File: src/rtl/tdt_pkg.sv
package tdt_pkg;
  localparam int CTRL_W    = 8;
  localparam int EN_BIT    = 7;
  localparam int PER_BIT   = 6;
  localparam int SPARE_BIT = 2;
  localparam logic [CTRL_W-1:0] CTRL_KEEP = 8'hC4;

  typedef enum logic [1:0] {
    SEL_START = 2'd0,
    SEL_VALUE = 2'd1,
    SEL_CTRL  = 2'd2,
    SEL_ACK   = 2'd3
  } reg_sel_e;

  function automatic logic [CTRL_W-1:0] ctrl_filter(input logic [CTRL_W-1:0] raw);
    return raw & CTRL_KEEP;
  endfunction
endpackage

File: src/rtl/tdt_prescaler.sv
module tdt_prescaler #(
  parameter int DIV = 5000
) (
  input  logic clk,
  input  logic rst_n,
  output logic tick
);
  generate
    if (DIV <= 1) begin : g_bypass
      assign tick = 1'b1;
    end else begin : g_div
      localparam int PW = $clog2(DIV);
      localparam logic [PW-1:0] LAST = PW'(DIV - 1);
      logic [PW-1:0] phase_q;

      always_ff @(posedge clk or negedge rst_n) begin
        if (!rst_n)            phase_q <= '0;
        else if (phase_q == LAST) phase_q <= '0;
        else                   phase_q <= phase_q + 1'b1;
      end

      assign tick = (phase_q == LAST);
    end
  endgenerate
endmodule

File: src/rtl/tdt_counter.sv
module tdt_counter #(
  parameter int CNT_W = 16
) (
  input  logic             clk,
  input  logic             rst_n,
  input  logic             tick,
  input  logic             enable,
  input  logic             periodic,
  input  logic             load_wr,
  input  logic [CNT_W-1:0] load_data,
  input  logic [CNT_W-1:0] reload_val,
  output logic [CNT_W-1:0] cnt,
  output logic             uflow
);
  localparam logic [CNT_W-1:0] ALL_ONES = '1;

  function automatic logic [CNT_W-1:0] step_value(
    input logic [CNT_W-1:0] cur,
    input logic             rep,
    input logic [CNT_W-1:0] start
  );
    if (cur == '0) return rep ? start : ALL_ONES;
    return cur - 1'b1;
  endfunction

  logic             step;
  logic [CNT_W-1:0] cnt_q;

  assign step  = tick & enable & ~load_wr;
  assign uflow = step & (cnt_q == '0);

  always_ff @(posedge clk or negedge rst_n) begin
    if (!rst_n)       cnt_q <= '0;
    else if (load_wr) cnt_q <= load_data;
    else if (step)    cnt_q <= step_value(cnt_q, periodic, reload_val);
  end

  assign cnt = cnt_q;
endmodule

File: src/rtl/tdt_regfile.sv
module tdt_regfile
  import tdt_pkg::*;
#(
  parameter int ADDR_W = 4,
  parameter int DATA_W = 32,
  parameter int CNT_W  = 16
) (
  input  logic              clk,
  input  logic              rst_n,
  input  logic [ADDR_W-1:0] bus_addr,
  input  logic              bus_we,
  input  logic [DATA_W-1:0] bus_wdata,
  input  logic [CNT_W-1:0]  cnt,
  input  logic              uflow,
  output logic [DATA_W-1:0] bus_rdata,
  output logic [CNT_W-1:0]  load_q,
  output logic [CNT_W-1:0]  load_data,
  output logic              load_wr,
  output logic              eoi_wr,
  output logic              ctrl_en,
  output logic              ctrl_per,
  output logic              irq
);
  reg_sel_e          sel;
  logic [CTRL_W-1:0] ctrl_q;
  logic              irq_q;
  logic              ctrl_wr;
  logic              unused_bits;

  assign sel         = reg_sel_e'(bus_addr[3:2]);
  assign unused_bits = ^{bus_addr[1:0], bus_wdata[DATA_W-1:CNT_W]};

  assign load_wr   = bus_we && (sel == SEL_START);
  assign ctrl_wr   = bus_we && (sel == SEL_CTRL);
  assign eoi_wr    = bus_we && (sel == SEL_ACK);
  assign load_data = bus_wdata[CNT_W-1:0];

  always_ff @(posedge clk or negedge rst_n) begin
    if (!rst_n) begin
      load_q <= '0;
      ctrl_q <= '0;
    end else begin
      if (load_wr) load_q <= load_data;
      if (ctrl_wr) ctrl_q <= ctrl_filter(bus_wdata[CTRL_W-1:0]);
    end
  end

  always_ff @(posedge clk or negedge rst_n) begin
    if (!rst_n)      irq_q <= 1'b0;
    else if (uflow)  irq_q <= 1'b1;
    else if (eoi_wr) irq_q <= 1'b0;
  end

  always_comb begin
    unique case (sel)
      SEL_START: bus_rdata = DATA_W'(load_q);
      SEL_VALUE: bus_rdata = DATA_W'(cnt);
      SEL_CTRL:  bus_rdata = DATA_W'(ctrl_q);
      default:   bus_rdata = '0;
    endcase
  end

  assign ctrl_en  = ctrl_q[EN_BIT];
  assign ctrl_per = ctrl_q[PER_BIT];
  assign irq      = irq_q;
endmodule

File: src/rtl/tick_down_timer.sv
module tick_down_timer #(
  parameter int ADDR_W   = 4,
  parameter int DATA_W   = 32,
  parameter int CNT_W    = 16,
  parameter int PRESCALE = 5000
) (
  input  logic              clk,
  input  logic              rst_n,
  input  logic [ADDR_W-1:0] bus_addr,
  input  logic              bus_we,
  input  logic [DATA_W-1:0] bus_wdata,
  output logic [DATA_W-1:0] bus_rdata,
  output logic              irq
);
  logic             pre_tick;
  logic             uflow;
  logic             load_wr;
  logic             eoi_wr;
  logic             ctrl_en;
  logic             ctrl_per;
  logic [CNT_W-1:0] cnt_q;
  logic [CNT_W-1:0] load_q;
  logic [CNT_W-1:0] load_data;

  tdt_prescaler #(.DIV(PRESCALE)) u_pre (
    .clk  (clk),
    .rst_n(rst_n),
    .tick (pre_tick)
  );

  tdt_counter #(.CNT_W(CNT_W)) u_cnt (
    .clk       (clk),
    .rst_n     (rst_n),
    .tick      (pre_tick),
    .enable    (ctrl_en),
    .periodic  (ctrl_per),
    .load_wr   (load_wr),
    .load_data (load_data),
    .reload_val(load_q),
    .cnt       (cnt_q),
    .uflow     (uflow)
  );

  tdt_regfile #(.ADDR_W(ADDR_W), .DATA_W(DATA_W), .CNT_W(CNT_W)) u_regs (
    .clk      (clk),
    .rst_n    (rst_n),
    .bus_addr (bus_addr),
    .bus_we   (bus_we),
    .bus_wdata(bus_wdata),
    .cnt      (cnt_q),
    .uflow    (uflow),
    .bus_rdata(bus_rdata),
    .load_q   (load_q),
    .load_data(load_data),
    .load_wr  (load_wr),
    .eoi_wr   (eoi_wr),
    .ctrl_en  (ctrl_en),
    .ctrl_per (ctrl_per),
    .irq      (irq)
  );
endmodule

File: config.mk
export PLATFORM = sky130hd
export DESIGN_NAME = tick_down_timer
export DESIGN_NICKNAME = d
export VERILOG_FILES = /design/src/rtl/tdt_pkg.sv /design/src/rtl/tdt_prescaler.sv /design/src/rtl/tdt_counter.sv /design/src/rtl/tdt_regfile.sv /design/src/rtl/tick_down_timer.sv
export SDC_FILE = /design/constraint.sdc
export NUM_CORES = 1
export LEC_CHECK = 0
export BUFFER_PORTS_ARGS = -buffer_cell sky130_fd_sc_hd__buf_2
export CORE_ASPECT_RATIO = 1.1
export CORE_UTILIZATION = 40
export DETAILED_ROUTE_END_ITERATION = 8
export PLACE_DENSITY_LB_ADDON = 0.15
export SLEW_MARGIN = 20
export SYNTH_ARGS = -nofsm -noshare
export SYNTH_HDL_FRONTEND = slang
export SYNTH_SLANG_ARGS = --single-unit
File: constraint.sdc
create_clock -name clk -period 3.85 [get_ports clk]
set_clock_uncertainty 0.1 [all_clocks]
set_input_delay 0.1925 -clock clk [delete_from_list [all_inputs] [get_ports clk]]
set_output_delay 0.1925 -clock clk [all_outputs]
set_load 0.01 [all_outputs]
### Word-level counts from Yosys, hierarchy flattened

Index checks and enable logic that the tools add are counted.

| storage, ports and cells | value |
|---|---|
| flip-flop bits (word level) | 49 |
| input port bits | 39 |
| output and inout bits | 33 |
| logic and storage cells | 34 |

| operators by class | value |
|---|---|
| add/sub/neg operators | 2 |
| equality and inequality tests | 4 |
| multiplexer cells | 12 |
| bitwise gates (word level) | 4 |
| reductions and logical operators | 7 |

Operator list:

| cell | count |
|---|---|
| $mux 16 | 5 |
| $pmux 16 s3 | 1 |
| $logic_not 16->1 | 1 |
| $sub 16x1->16 const B | 1 |
| $add 13x1->13 const B | 1 |
| $eq 13x13->1 const B | 1 |
| $mux 13 | 1 |
| $mux 1 | 5 |
| $eq 2x2->1 const B | 2 |
| $reduce_bool 2->1 | 2 |
| $and 1x1->1 | 3 |
| $logic_and 1x1->1 | 3 |
| $eq 2x1->1 const B | 1 |
| $logic_not 2->1 | 1 |
| $not 1->1 | 1 |

### Longest topological paths before layout

| depth | value |
|---|---|
| word-level depth | 9 |
| depth in mapped cells | 9 |
| depth with buffers taken out | 7 |

### Hierarchy

Synthesis repeated with hierarchy kept, for this count alone.

| unflattened totals | value |
|---|---|
| cell total of the unflattened synthesis | 327 |
| area, all modules | 3300.7 um2 |

Modules (own cells, without submodules):

| module | instances | cells an instance | area an instance (um2) | sequential area each (um2) |
|---|---|---|---|---|
| tdt_counter | 1 | 158 | 1378.8 | 400.4 |
| tdt_regfile | 1 | 115 | 1313.8 | 500.5 |
| tdt_prescaler | 1 | 54 | 608.1 | 325.3 |

### Least setup slack after synthesis

Ideal clock, no wire load.

| timing path | value |
|---|---|
| path type | reg-to-reg |
| from | register u_cnt.cnt_q[0], in the netlist u_cnt.cnt[0] |
| to | register u_cnt.cnt_q[0], in the netlist u_cnt.cnt[0] |
| setup time | 0.082 ns |
| arrival time | 1.762 ns |
| data required time | 3.668 ns |
| path slack | 1.906 ns |
| stages on the path, launching flop included | 10 |
| buffers on the path | 2 |
| period minus slack after synthesis | 1.944 ns |
| cells stage by stage | dfrtp_1 inv_1 ha_1 nor3b_1 and2_1 buf_6 and2_4 buf_6 or3_1 a31oi_1 |

| between the ends | value |
|---|---|
| longest elaborated chain between the ends | 7 |
| elaborated cells on any way between the ends | 8 |
| classes of those cells | 1 x add/sub; 6 x mux; 1 x reduce/logical |

Ends and longest elaborated chain:

| element | RTL line | RTL |
|---|---|---|
| from (decl) | tdt_counter.sv:27 | `logic [CNT_W-1:0] cnt_q;` |
| from (signal assigned) | tdt_counter.sv:34 | `else if (load_wr) cnt_q <= load_data;` |
| from (signal assigned) | tdt_counter.sv:35 | `else if (step) cnt_q <= step_value(cnt_q, periodic, reload_val);` |
| branches (longest 4 deep; another with $sub 16x1->16) | n/a |  |
| $mux 16 (*) | tdt_counter.sv:23 | `return cur - 1'b1;` |
| $mux 16 (*) | tdt_counter.sv:35 |  |
| $mux 16 (*) | tdt_counter.sv:34 |  |

Every way passes the cells marked *. The select of a mux whose other input is x is not followed.
A chain may end at the register's enable or synchronous reset.

### Final worst setup path

| timing path | value |
|---|---|
| from | register u_cnt.cnt_q[0], in the netlist u_cnt.cnt[0] |
| to | register u_cnt.cnt_q[10], in the netlist u_cnt.cnt[10] |

The elaborated chain is that of the path after synthesis.

==> results_tabular.tex <==
\begin{tabular}{lr}
\hline
Metric & Value \\
\hline
\multicolumn{2}{l}{\textbf{Run status}} \\
\quad Result of the run & finished, violations left \\
\quad Failing checks & hold timing \\
\multicolumn{2}{l}{\textbf{STA}} \\
\quad Final count of hold timing violations & 1 \\
\quad Final Cycle Share & between 60 and 70\% \\
\quad Maximum achievable frequency & 418 MHz \\
\quad Total Neg Setup Slack & 0 ns \\
\quad Final period demand of the worst path & between 2 and 2.5 ns \\
\quad Final-report max-slew violation count & 0 \\
\quad Worst hold slack across all endpoints & -0.00437 ns \\
\quad Count of endpoints failing setup in the final report & 0 \\
\quad Least setup slack across all paths after layout & 1.46 ns \\
\quad Relative slew slack & approximately two fifths \\
\quad Slew at the pin closest to its max-slew limit & just under 0.9 ns \\
\quad RSZ-0062 raised after global routing & no \\
\multicolumn{2}{l}{\textbf{Worst hold path}} \\
\quad Beginning of the worst hold path & bus\_wdata[4] \\
\quad Min-Delay Endpoint & u\_regs.load\_q[4] \\
\quad Worst min-delay path class & primary input to register \\
\quad Cell depth of the worst min-delay path & 3 \\
\multicolumn{2}{l}{\textbf{Place}} \\
\quad GPL Wtd Cong & around 0.79 \\
\quad Worst slack, placed & roughly 1.4 ns \\
\quad Count of buffers from port buffering & 37 \\
\quad Half-perimeter wire length after placement & between 4000 and 5000 um \\
\multicolumn{2}{l}{\textbf{Synthesis}} \\
\quad Syn. warnings & 0 \\
\quad Average cell area after synthesis & roughly 9 um\^{}2 \\
\quad Sequential-to-total area share from yosys stat & 39.8\% \\
\quad Number of distinct library cells after synthesis & 52 \\
\quad Async set-reset flop share out of synthesis & between 90\% and 100\% \\
\quad Portion of synthesized cell area occupied by the leading cell type & around 40\% \\
\quad Number of synthesized register bits & 49 \\
\quad Top cells by area in the synthesized netlist & dfrtp\_1 (40\%), nand2\_1 (7.4\%), mux2i\_1 (5.2\%) \\
\quad Syn Std Cell Area & $\sim$3100 um\^{}2 \\
\quad Top cell type by total area after synthesis & dfrtp\_1 \\
\quad Synthesized instance count & 351 \\
\quad Post-synth EDFFs & 0 \\
\quad Leading register cell type out of synthesis & dfrtp\_1 \\
\multicolumn{2}{l}{\textbf{Die}} \\
\quad Y dimension of the die & around 94 um \\
\quad Number of cell rows & 33 \\
\quad Effective utilization at floorplan & around two fifths \\
\quad DIE AREA & between 8000 and 9000 um\^{}2 \\
\quad Die width & 85.7 um \\
\quad Area of the core & around 7500 um\^{}2 \\
\quad Boundary Pins & 72 \\
\multicolumn{2}{l}{\textbf{CTS}} \\
\quad TritonCTS clock tree & built \\
\quad Maximum level of the CTS H-tree & 2 \\
\quad Num CTS Buffers & 5 \\
\quad Clock-pin transition on the worst setup and hold timing paths & $\sim$0.1 ns \\
\quad Skew-Pair Late Insertion Delay & 0.31 ns \\
\quad Buffer depth of the longest clock path & 2 \\
\quad TritonCTS sink count & 49 \\
\quad Clock tree root driver cell & clkbuf\_8 \\
\quad CTS-repair resized insts & 0 \\
\multicolumn{2}{l}{\textbf{Critical path}} \\
\quad Startpoint Class & register \\
\quad Crit Reg-Reg Endpoint & u\_cnt.cnt[10] \\
\quad Critical path's top delay family & simple AND/OR/NAND/NOR gates \\
\quad Crit path buf inv count & 1 \\
\quad Register-to-Register Path Depth & 7 \\
\quad Worst reg-to-reg setup slack & about 1.5 ns \\
\quad Req. time, crit path & around 4 ns \\
\quad Kind of critical path & register to register \\
\quad CP arrival & roughly 2.5 ns \\
\quad Launch point of the worst reg-to-reg path & u\_cnt.cnt[0] \\
\quad Critical path capture point type & register \\
\quad Slowest cell on the critical path & nor4b\_1 \\
\quad Peak fanout along the critical path & 6 \\
\quad Cell Chain, Critical Path & inv\_1, ha\_1, nor4b\_1, nand2\_1, a211oi\_1, o221ai\_1, nand3\_1 \\
\quad Slowest Stage Delay on Critical Path & approximately 0.75 ns \\
\multicolumn{2}{l}{\textbf{Global routing}} \\
\quad Overflow left after global routing & 0 \\
\quad Vias in the first global route & 2,406 \\
\quad Initial antenna violation count & 0 \\
\quad Largest net degree at the start of global routing & 50 \\
\quad GRT Resource Usage Total & 18.7\% \\
\quad Wire length of the first global-routing pass & between 10,000 and 15,000 um \\
\multicolumn{2}{l}{\textbf{Layout}} \\
\quad Diode count & 0 \\
\quad Final Core Density & between 40\% and 50\% \\
\quad Synthesis-to-finish area growth & 9.61\% \\
\quad Most used cells in the layout excluding fill and tap cells & nand2\_1 (61), dfrtp\_1 (49), buf\_2 (37) \\
\quad Most common cell after layout, fill and taps aside & nand2\_1 \\
\quad Count of filler cells inserted in the layout & 755 \\
\quad Layout cell share with drive strength beyond 1 & roughly 15\% \\
\quad Final net count & about 420 \\
\multicolumn{2}{l}{\textbf{Routing}} \\
\quad Drc violations & 0 \\
\quad Via total after detailed routing & approximately 2,500 \\
\quad Remaining antenna violation count & 0 \\
\quad Total wire length after detailed routing & 7100 um \\
\quad Number of detailed-route iterations in the first pass & 4 \\
\quad Vias/cell & $\sim$5.2 \\
\quad Number of violations reported at the end of detailed-routing iteration 0 & approximately 140 \\
\quad Routed WL per cell & 14.6 um \\
\multicolumn{2}{l}{\textbf{Pwr}} \\
\quad Worst voltage drop across the vdd grid & approximately 0.19 mV \\
\quad Power per cell area & roughly 390 nW/um\^{}2 \\
\quad LEAKAGE & roughly 1.6 nW \\
\multicolumn{2}{l}{\textbf{Job}} \\
\quad Number of maximum-capacitance constraint violations & 0 \\
\hline
\end{tabular}
-- cell type report --
class                           instances  area (um^2)  share of cell area (%)
Multi-Input combinational cell        276         1650                    48.7
Sequential cell                        49         1230                    36.3
Timing Repair Buffer                   43          240                    7.11
Tap cell                              105          131                    3.89
Clock buffer                            7         86.3                    2.55
Clock inverter                          1         30.0                   0.888
Inverter                                5         18.8                   0.555
-- routing by layer --
layer,GRT usage [%],vias up,share of wire [%]
li1,-,1244,-
met1,25.9,1224,48
met2,30.9,60,47
met3,2.20,7,3.3
met4,5.00,0,0.89
met5,0,-,0
-- worst max path at each step --
stage	from	to	slack, ns	depth (start not counted)
final	u_cnt.cnt[0]	u_cnt.cnt[10]	1.46	7
after global routing	u_cnt.cnt[0]	u_cnt.cnt[12]	1.26	7
after CTS	u_cnt.cnt[0]	u_cnt.cnt[12]	1.47	7
after detailed placement	bus_addr[2]	u_cnt.cnt[15]	1.43	6
after global placement	bus_addr[2]	u_cnt.cnt[15]	1.39	6
after floorplan	u_cnt.cnt[0]	u_cnt.cnt[0]	1.91	9
-- cells in the mapped netlist, types with 3 or more instances --
library cell,n
a31oi_1,3
a21boi_0,6
o31ai_1,7
buf_2,4
clkbuf_1,8
inv_1,5
and2_1,3
xor2_1,8
nand2_1,61
nand4b_1,6
buf_4,17
ha_1,3
and3_1,3
dfrtp_1,49
nor3b_1,5
a21oi_1,7
mux2_2,4
mux2i_1,16
a22oi_1,7
xnor2_1,10
nand4_1,8
buf_6,3
o21ai_0,22
nor3_1,4
nor2_1,35
nor4b_1,3
nand3_1,14
-- what timing repair did --
action                    in CTS  in global routing
hold endpoints to repair      52                  0
hold buffers                   4                  0
setup buffers                  0                  0
-- power by group --
group	internal [mW]	total [mW]	switching, mW	leakage (nW)
Sequential	0.575	0.663	0.0883	0.611
Clock	0.212	0.383	0.171	0.0585
Combinational	0.119	0.267	0.148	0.893
-- per-stage QoR --
stage | instances | power (mW) | hold slack [ns] | cell area, um^2
finish | 486 | 1.31 | -0.00437 | 3380
floorplan | 366 | 0.861 | -0.203 | 3140
CTS | 486 | 1.33 | 0.000343 | 3380
global placement | 474 | 0.934 | 0.244 | 3220
detailed placement | 474 | 0.938 | 0.243 | 3220
global route | 486 | 1.39 | 0.00465 | 3380
-- logic make-up after synthesis --
group / after synthesis / synth area share, %
compound gates: 59 / 12.0
xor+xnor: 18 / 5.11
fa+ha+maj: 3 / 1.22
buf+inv: 41 / 8.64
flops: 49 / 39.8
mux: 20 / 6.65
other cells: 1 / 0.122
simple gates: 160 / 26.5
-- flip-flops by register name, indices dropped and copies added, names as in the netlist --
name	flops
u_pre.g_div.phase_q	13
u_regs.irq	1
u_regs.load_q	16
u_regs.ctrl_q	3
u_cnt.cnt	16
-- tightest hold or removal path, cell delays in order --
cell,delay [ns]
buf_2,0.09
nand2_1,0.04
nand2_1,0.05
Note: power is estimated with default switching activity, not from simulation.
